==> src/rtl/mac_pkg.sv <==
package mac_pkg;
  localparam int unsigned OPW = 18;
  localparam int unsigned PRW = 2 * OPW;
  localparam int unsigned ACW = 48;
  localparam int unsigned CTW = ACW - 2 * OPW;

  typedef enum logic [1:0] {X_ZERO, X_PROD, X_P, X_CAT} xsel_e;
  typedef enum logic [1:0] {Z_ZERO, Z_PCIN, Z_P, Z_C} zsel_e;

  typedef struct packed {
    logic  post_sub;
    logic  pre_sub;
    logic  pre_en;
    zsel_e zsel;
    xsel_e xsel;
  } mode_t;

  typedef struct packed {
    mode_t          mode;
    logic           cin;
    logic [ACW-1:0] c;
    logic [OPW-1:0] d;
    logic [OPW-1:0] a;
    logic [OPW-1:0] b;
  } in_stage_t;

  typedef struct packed {
    logic           post_sub;
    zsel_e          zsel;
    xsel_e          xsel;
    logic           cin;
    logic [ACW-1:0] c;
    logic [ACW-1:0] cat;
    logic [PRW-1:0] prod;
  } m_stage_t;
endpackage

==> src/rtl/mac_pipe_reg.sv <==
module mac_pipe_reg #(
  parameter int unsigned W  = 8,
  parameter bit          EN = 1'b1
) (
  input  logic         clk_i,
  input  logic         rst_ni,
  input  logic         ce_i,
  input  logic         srst_i,
  input  logic [W-1:0] d_i,
  output logic [W-1:0] q_o
);
  if (EN) begin : g_reg
    logic [W-1:0] q_q;
    always_ff @(posedge clk_i or negedge rst_ni) begin
      if (!rst_ni)     q_q <= '0;
      else if (srst_i) q_q <= '0;
      else if (ce_i)   q_q <= d_i;
    end
    assign q_o = q_q;
  end else begin : g_wire
    assign q_o = d_i;
  end
endmodule

==> src/rtl/mac_preadd.sv <==
module mac_preadd
  import mac_pkg::*;
(
  input  logic           en_i,
  input  logic           sub_i,
  input  logic [OPW-1:0] d_i,
  input  logic [OPW-1:0] b_i,
  output logic [OPW-1:0] m_o
);
  always_comb begin
    if (!en_i)     m_o = b_i;
    else if (sub_i) m_o = d_i - b_i;
    else           m_o = d_i + b_i;
  end
endmodule

==> src/rtl/mac_postadd.sv <==
module mac_postadd
  import mac_pkg::*;
(
  input  xsel_e          xsel_i,
  input  zsel_e          zsel_i,
  input  logic           sub_i,
  input  logic           cin_i,
  input  logic [PRW-1:0] prod_i,
  input  logic [ACW-1:0] cat_i,
  input  logic [ACW-1:0] c_i,
  input  logic [ACW-1:0] pcin_i,
  input  logic [ACW-1:0] p_i,
  output logic [ACW-1:0] s_o
);
  logic [ACW-1:0] x_op, z_op, prod_ext, cin_ext;

  assign prod_ext = {{(ACW-PRW){prod_i[PRW-1]}}, prod_i};
  assign cin_ext  = {{(ACW-1){1'b0}}, cin_i};

  always_comb begin
    unique case (xsel_i)
      X_PROD:  x_op = prod_ext;
      X_P:     x_op = p_i;
      X_CAT:   x_op = cat_i;
      default: x_op = '0;
    endcase
    unique case (zsel_i)
      Z_PCIN:  z_op = pcin_i;
      Z_P:     z_op = p_i;
      Z_C:     z_op = c_i;
      default: z_op = '0;
    endcase
  end

  // wraps modulo 2^ACW
  assign s_o = sub_i ? (z_op - x_op - cin_ext) : (z_op + x_op + cin_ext);
endmodule

==> src/rtl/mac_slice.sv <==
module mac_slice
  import mac_pkg::*;
#(
  parameter bit IN_REG = 1'b1,
  parameter bit M_REG  = 1'b1
) (
  input  logic           clk_i,
  input  logic           rst_ni,
  input  logic           ce_in_i,
  input  logic           ce_m_i,
  input  logic           ce_p_i,
  input  logic           srst_in_i,
  input  logic           srst_m_i,
  input  logic           srst_p_i,
  input  logic [6:0]     mode_i,
  input  logic [OPW-1:0] a_i,
  input  logic [OPW-1:0] b_i,
  input  logic [OPW-1:0] d_i,
  input  logic [ACW-1:0] c_i,
  input  logic           carry_i,
  input  logic [ACW-1:0] pcin_i,
  output logic [OPW-1:0] bcout_o,
  output logic [ACW-1:0] p_o,
  output logic [ACW-1:0] pcout_o
);
  localparam int unsigned IW = $bits(in_stage_t);
  localparam int unsigned MW = $bits(m_stage_t);

  in_stage_t      in_d, in_q;
  m_stage_t       m_d, m_q;
  logic [OPW-1:0] mul_b;
  logic [ACW-1:0] sum, p_q;
  logic signed [PRW-1:0] prod;

  logic  post_sub, post_cin;
  xsel_e post_x;
  zsel_e post_z;

  assign in_d = '{mode: mode_t'(mode_i), cin: carry_i, c: c_i, d: d_i, a: a_i, b: b_i};

  mac_pipe_reg #(.W(IW), .EN(IN_REG)) u_in_reg (
    .clk_i, .rst_ni, .ce_i(ce_in_i), .srst_i(srst_in_i), .d_i(in_d), .q_o(in_q)
  );

  mac_preadd u_preadd (
    .en_i(in_q.mode.pre_en), .sub_i(in_q.mode.pre_sub),
    .d_i(in_q.d), .b_i(in_q.b), .m_o(mul_b)
  );

  assign prod    = $signed(in_q.a) * $signed(mul_b);
  assign bcout_o = mul_b;

  assign m_d = '{post_sub: in_q.mode.post_sub, zsel: in_q.mode.zsel, xsel: in_q.mode.xsel,
                 cin: in_q.cin, c: in_q.c, cat: {in_q.d[CTW-1:0], in_q.a, in_q.b},
                 prod: prod};

  mac_pipe_reg #(.W(MW), .EN(M_REG)) u_m_reg (
    .clk_i, .rst_ni, .ce_i(ce_m_i), .srst_i(srst_m_i), .d_i(m_d), .q_o(m_q)
  );

  assign post_sub = m_q.post_sub;
  assign post_cin = m_q.cin;
  assign post_x   = m_q.xsel;
  assign post_z   = m_q.zsel;

  mac_postadd u_postadd (
    .xsel_i(post_x), .zsel_i(post_z), .sub_i(post_sub), .cin_i(post_cin),
    .prod_i(m_q.prod), .cat_i(m_q.cat), .c_i(m_q.c), .pcin_i,
    .p_i(p_q), .s_o(sum)
  );

  // output stage is always present: it closes the accumulate loop
  mac_pipe_reg #(.W(ACW), .EN(1'b1)) u_p_reg (
    .clk_i, .rst_ni, .ce_i(ce_p_i), .srst_i(srst_p_i), .d_i(sum), .q_o(p_q)
  );

  assign p_o     = p_q;
  assign pcout_o = p_q;
endmodule

==> config.mk <==
export PLATFORM = sky130hd
export DESIGN_NAME = mac_slice
export DESIGN_NICKNAME = d
export VERILOG_FILES = /design/src/rtl/mac_pkg.sv /design/src/rtl/mac_pipe_reg.sv /design/src/rtl/mac_preadd.sv /design/src/rtl/mac_postadd.sv /design/src/rtl/mac_slice.sv
export SDC_FILE = /design/constraint.sdc
export NUM_CORES = 2
export LEC_CHECK = 0
export ABC_AREA = 1
export BUFFER_PORTS_ARGS = -buffer_cell sky130_fd_sc_hd__buf_4
export CAP_MARGIN = 20
export CELL_PAD_IN_SITES_DETAIL_PLACEMENT = 1
export CELL_PAD_IN_SITES_GLOBAL_PLACEMENT = 2
export CORE_MARGIN = 4
export CORE_UTILIZATION = 36
export DETAILED_ROUTE_END_ITERATION = 10
export GPL_TIMING_DRIVEN = 0
export HOLD_SLACK_MARGIN = 0.05
export PLACE_DENSITY_LB_ADDON = 0.1
export SLEW_MARGIN = 40
export SYNTH_ARGS = -nofsm -noshare
export SYNTH_HDL_FRONTEND = slang
export SYNTH_SLANG_ARGS = --single-unit
export TNS_END_PERCENT = 10
==> constraint.sdc <==
create_clock -name clk_i -period 9.4 [get_ports clk_i]
set_clock_uncertainty 0.05 [all_clocks]
set_input_delay 1.88 -clock clk_i [delete_from_list [all_inputs] [get_ports clk_i]]
set_output_delay 1.88 -clock clk_i [all_outputs]
set_load 0.01 [all_outputs]
After elaboration in Yosys (flattened, before gate mapping)
Cells that the tools add are included.
{"block": "word_totals", "ff_bits": 296, "word_cells": 30, "inputBits": 166}
{"block": "classes", "n_mul": 1, "n_mux": 11, "reduce_logical": 3, "add_sub_neg": 6, "eq_ne": 6}
{"op": "$pmux 48 s3", "n": 2}
{"op": "$mux 138", "n": 2}
{"op": "$mux 110", "n": 2}
{"op": "$mux 48", "n": 3}
{"op": "$add 48x1->48", "n": 1}
{"op": "$add 48x48->48", "n": 1}
{"op": "$sub 48x1->48", "n": 1}
{"op": "$sub 48x48->48", "n": 1}
{"op": "$mul 18x18->36", "n": 1}
{"op": "$mux 18", "n": 2}
{"op": "$add 18x18->18", "n": 1}
{"op": "$sub 18x18->18", "n": 1}
{"op": "$eq 2x2->1 const B", "n": 4}
{"op": "$reduce_bool 2->1", "n": 3}
{"op": "$eq 2x1->1 const B", "n": 2}

Depth between registers and ports, before layout
{"block": "depth", "word_depth": 7, "depth_mapped": 45, "depth_no_buf": 44}

By module
From an unflattened synthesis, not the netlist that was laid out.
{"block": "unflattened", "cells_unflattened": 5529, "hier_area_um2": 37502.2}
{"mod": "mac_slice", "instances": 1, "area_per_inst_um2": 13616.8, "cells_each": 1825, "seq_area_each_um2": 0.0}
{"mod": "mac_postadd", "instances": 1, "area_per_inst_um2": 10528.8, "cells_each": 2111, "seq_area_each_um2": 0.0}
{"mod": "mac_pipe_reg (u_m_reg)", "instances": 1, "area_per_inst_um2": 5420.2, "cells_each": 599, "seq_area_each_um2": 3453.3}
{"mod": "mac_pipe_reg (u_in_reg)", "instances": 1, "area_per_inst_um2": 4330.4, "cells_each": 478, "seq_area_each_um2": 2752.6}
{"mod": "mac_pipe_reg (u_p_reg)", "instances": 1, "area_per_inst_um2": 1904.3, "cells_each": 209, "seq_area_each_um2": 1201.2}
{"mod": "mac_preadd", "instances": 1, "area_per_inst_um2": 1701.6, "cells_each": 307, "seq_area_each_um2": 0.0}

Worst setup path before layout
No wires, ideal clock.
{"block": "synth_path", "kind": "reg-to-reg", "start": "reg u_in_reg.g_reg.q_q[0] (netlist: u_in_reg.q_o[0])", "end": "reg u_m_reg.g_reg.q_q[23] (netlist: u_m_reg.q_o[23])", "n_path_buf": 0, "setup_time_ns": 0.118, "path_slack_ns": 2.020, "synth_period_minus_slack_ns": 7.380, "t_required_ns": 9.232, "arrival_ns": 7.212, "stages_incl_launch_ff": 41, "path_cell_list": "dfrtp_1 inv_1 ha_1 nand2_1 nor2_1 nand2_1 nor3_1 nand2_1 o21ai_0 o21ai_0 xor2_1 ha_1 a21oi_1 o21ai_0 a21oi_1 nand3_1 a21o_1 nand3_2 [... 5 more ...] inv_1 fa_1 fa_1 fa_1 inv_1 fa_1 inv_1 ha_1 nand2_1 nor2_1 inv_1 nor3_1 nand2_1 nand2_1 a21oi_1 or2_2 nand3_1 nand2_1"}
{"block": "synth_via", "elab_chain_len": 6, "elab_cells_between_ends": 7}
{"item": "from (decl)", "line_no": "mac_pipe_reg.sv:13", "rtl": "logic [W-1:0] q_q;"}
{"item": "from (signal assigned)", "line_no": "mac_pipe_reg.sv:17", "rtl": "else if (ce_i) q_q <= d_i;"}
{"item": "$add 18x18->18 or $sub 18x18->18 (tied branches)", "line_no": "mac_preadd.sv:13, mac_preadd.sv:12"}
{"item": "$mux 18 *", "line_no": "mac_preadd.sv:12", "rtl": "else if (sub_i) m_o = d_i - b_i;"}
{"item": "$mux 18 *", "line_no": "mac_preadd.sv:11", "rtl": "if (!en_i) m_o = b_i;"}
{"item": "named net bcout_o[17]", "line_no": "mac_slice.sv:22", "rtl": "output logic [OPW-1:0] bcout_o,"}
{"item": "$mul 18x18->36 *", "line_no": "mac_slice.sv:50", "rtl": "assign prod = $signed(in_q.a) * $signed(mul_b);"}
{"item": "$mux 138 *", "line_no": "mac_pipe_reg.sv:17"}
{"item": "$mux 138 *", "line_no": "mac_pipe_reg.sv:16", "rtl": "else if (srst_i) q_q <= '0;"}
{"item": "to (signal assigned)", "line_no": "mac_pipe_reg.sv:17"}
{"item": "to (decl)", "line_no": "mac_pipe_reg.sv:13"}
Mark *: on every way through the listed nets, which the timed path passes. The rest lies on a longest branch. The select of a mux whose other input is x is not followed.
A chain may end at the register's enable or synchronous reset.

Worst setup path after layout
{"block": "layout_path", "start": "reg u_in_reg.g_reg.q_q[0] (netlist: u_in_reg.q_o[0])", "end": "reg u_m_reg.g_reg.q_q[32] (netlist: u_m_reg.q_o[32])"}
{"block": "layout_via", "elab_chain_len": 6, "elab_cells_between_ends": 7}
{"item": "$add 18x18->18 or $sub 18x18->18 (tied branches)", "line_no": "mac_preadd.sv:13, mac_preadd.sv:12"}
{"item": "$mux 18", "line_no": "mac_preadd.sv:12"}
{"item": "$mux 18 *", "line_no": "mac_preadd.sv:11"}
{"item": "$mul 18x18->36 *", "line_no": "mac_slice.sv:50"}
{"item": "$mux 138 *", "line_no": "mac_pipe_reg.sv:17"}
{"item": "$mux 138 *", "line_no": "mac_pipe_reg.sv:16"}
Mark *: on every way between the ends. The rest lies on a longest branch, timed or not. The select of a mux whose other input is x is not followed.

==> impl_results.md <==
- Outcome: complete, no violations
- Tot GR Track Use: 32.9%
- Rows: roughly 120
- Period minus WS final: slightly below 9 ns
- Die area: about 100000 um2
- Met3 wire length: between 5 and 6 mm
- Fin util: around two fifths
- Drt drc: 0
- CP delay by family, top: adder cells
- Slew headroom: between 40 and 50%
- CTS H-tree depth: 2
- Syn_nets: just under 6000
- RSZ-0062 raised after global routing: false
- Asr flop ratio synth: between 90% and 100%
- Starting DRC count in detailed routing: approximately 2300
- Syn. warnings: 0
- Hold depth: 2
- Post-synth top cells: nand2_1, inv_1, o21ai_0
- Drt via density: approximately 5.2
- Slowest CP cell: fa_1
- Pre-CTS WS: 0.302 ns
- Initial Util: 36.3%
- Slack of the critical path: 0.531 ns
- PD cells: roughly 150 nW/um2
- Final worst path period share: 94.4%
- Most frequent cell on the critical path: fa_1
- Top-count cell post-synth: nand2_1
- Post-CTS Hold Fix Bufs: 0
- First-pass DRT Iterations: 5
- Core Area: about 98000 um2
- Syn-to-layout area delta: 14.9%
- Initial antenna violation count: 2
- CP Launch Type: flip-flop
- CP Data Required Time: a little under 10 ns
- Wire length per cell: 25.6 um
- Met2 routed WL: about 85 mm
- Met1 WL: a little over 70 mm
- Clock Sinks: 296
- Yosys reg bits: slightly below 300
- Clock slew at reported path FFs: 0.06 ns
- Fin. Hold Viols: 0
- DR vias: between 30000 and 40000
- Leak pwr: roughly 22 nW
- Layout cell share with drive strength beyond 1: 9.19%
- Dpl hpwl: 149 mm
- Unique masters post-synth: 52
- Clock Root Buffer: clkbuf_16
- Largest net degree at the start of global routing: 67
- Crit end category: flip-flop
- Max Cap Violations: 0
- Maximum clock path buffer count: 3
- Number of I/O pins: 280
- Critical Path Stages: 32
- Routed Antenna Nets: 0
- Top cell type by total area after synthesis: dfrtp_1
- Die H: approximately 320 um
- Ys flop type: dfrtp_1
- FF-to-FF path depth: 32
- GR Overflow Total: 0
- GPL Wtd Cong: slightly below 1
- WP data arrival: ~9.3 ns
- Avg Cell Area, Syn: around 7 um2
- Slowest cell delay on critical path: 0.89 ns
- Synth area leaders: dfrtp_1, fa_1, nand2_1
- Largest fanout on the critical path: 10
- Number of synthesized flops with an enable pin: 0
- CTS tree: built
- Total CTS buffers: 41
- Slew @ Worst Pin: 0.890 ns
- Worst-Skew Late Latency: around 0.61 ns
- Die Wd: 323 um
- Routed WL: ~170 mm
- Mapped Cells: about 5000
- Fmax achieved: 113 MHz
- Synthesized area: about 36000 um2
- Post-route setup TNS: 0 ns
- Final setup fails: 0
- Max-slew violations: 0
- Share of the synthesized area in the top cell type: approximately a fifth
- CP Class: reg2reg
- Vias in the first global route: 37100
- Number of port buffers: about 280
- Nets: approximately 6200
- First-pass GRT wire length: between 200 and 250 mm
- Maximum VDD drop: around 0.00013 V
- Sequential area share after synthesis: between 20% and 30%
- Max layer used: met5
- HP Class: reg2reg
- Power Total: 6.32 mW
- Bufs and invs on worst path: 6
==> final timing paths <==
check / from / slack (ns) / end
worst min-delay path: u_m_reg.q_o[30]$_DFFE_PN0P_ / 0.44 / u_m_reg.q_o[30]$_DFFE_PN0P_
worst max register to register: u_in_reg.q_o[0]$_DFFE_PN0P_ / 0.53 / u_m_reg.q_o[32]$_DFFE_PN0P_
max in group asynchronous: rst_ni / 7.08 / u_in_reg.q_o[15]$_DFFE_PN0P_
min in group asynchronous: rst_ni / 1.13 / u_p_reg.q_o[46]$_DFFE_PN0P_
worst min register to register: u_m_reg.q_o[30]$_DFFE_PN0P_ / 0.44 / u_m_reg.q_o[30]$_DFFE_PN0P_
worst max-delay path: u_in_reg.q_o[0]$_DFFE_PN0P_ / 0.53 / u_m_reg.q_o[32]$_DFFE_PN0P_
==> flip-flops by register name, indices dropped and copies added, names as in the netlist <==
register / cells
u_m_reg.q_o: 138
u_in_reg.q_o: 110
u_p_reg.q_o: 48
==> what timing repair did <==
item	CTS	global route
buffers inserted	0	2
endpoints found under the setup margin	0	9
gates resized for setup	0	9
hold endpoints to repair	0	0
==> cell type report <==
class / instances / area (um2)
buffer: 200 / 1020
multi-input combinational: 3452 / 23100
antenna: 2 / 5.00
fill: 12600 / 57300
inverter: 1142 / 4290
clock inverter: 16 / 158
timing repair buffer: 287 / 2280
tap: 1287 / 1610
sequential: 296 / 7410
clock buffer: 58 / 1200
==> cells by family (layout without fill, tap and decap cells) <==
logic type | Yosys count | after routing | synth area share, %
flops | 296 | 296 | 20.7
xor+xnor | 53 | 53 | 1.30
other cells | 0 | 2 | 0
simple gates | 2029 | 2029 | 23.3
buf+inv | 1342 | 1703 | 14.8
compound gates | 789 | 789 | 12.5
fa+ha+maj | 581 | 581 | 27.3
==> cells in the final DEF, fill, tap and decap left out, types with 8 or more instances in the layout <==
cell type	count
nand3_1	335
xnor2_1	19
nor2_1	337
nand2_1	1236
buf_2	13
nand4_1	47
fa_1	334
dfrtp_1	296
a21o_1	31
a21oi_1	227
clkinv_2	8
clkbuf_1	106
o21bai_1	25
xor2_1	34
inv_1	1125
o21ai_0	341
clkbuf_16	43
o221ai_1	45
buf_4	330
buf_1	13
nor2_2	12
inv_2	9
o22ai_1	62
nor3_1	27
a21boi_0	10
clkbuf_2	20
ha_1	247
==> power breakdown <==
group	switching [mW]	total [mW]	internal, mW
logic	2.21	3.25	1.04
clock network	0.683	1.63	0.951
registers	0.0722	1.43	1.36
==> metal layers <==
metal  vias up  track usage, %
li1      16400               -
met1     17700            40.7
met2       852            58.5
met3       261            2.55
met4         2            14.9
met5         -               0
==> per-stage QoR <==
step	std cells	cell area [um2]	hold WS [ns]
final	6740	41100	0.435
after global routing	6738	41100	0.460
after CTS	6736	41000	0.438
after detailed placement	6662	39700	0.423
after global placement	6656	39500	0.418
after floorplan	5090	35800	0.399
==> worst reg2reg max path: cells and delay by family, from the launching register on <==
kind / cells / cell delay (ns)
buffers and inverters: 6 / 0.91
flip-flops: 1 / 0.43
adder cells (fa/ha/maj): 9 / 4.40
AO/OA/AOI/OAI: 5 / 1.07
XOR/XNOR: 2 / 0.34
AND/OR/NAND/NOR: 10 / 1.57
No activity file was read; power rests on OpenSTA's default activity.
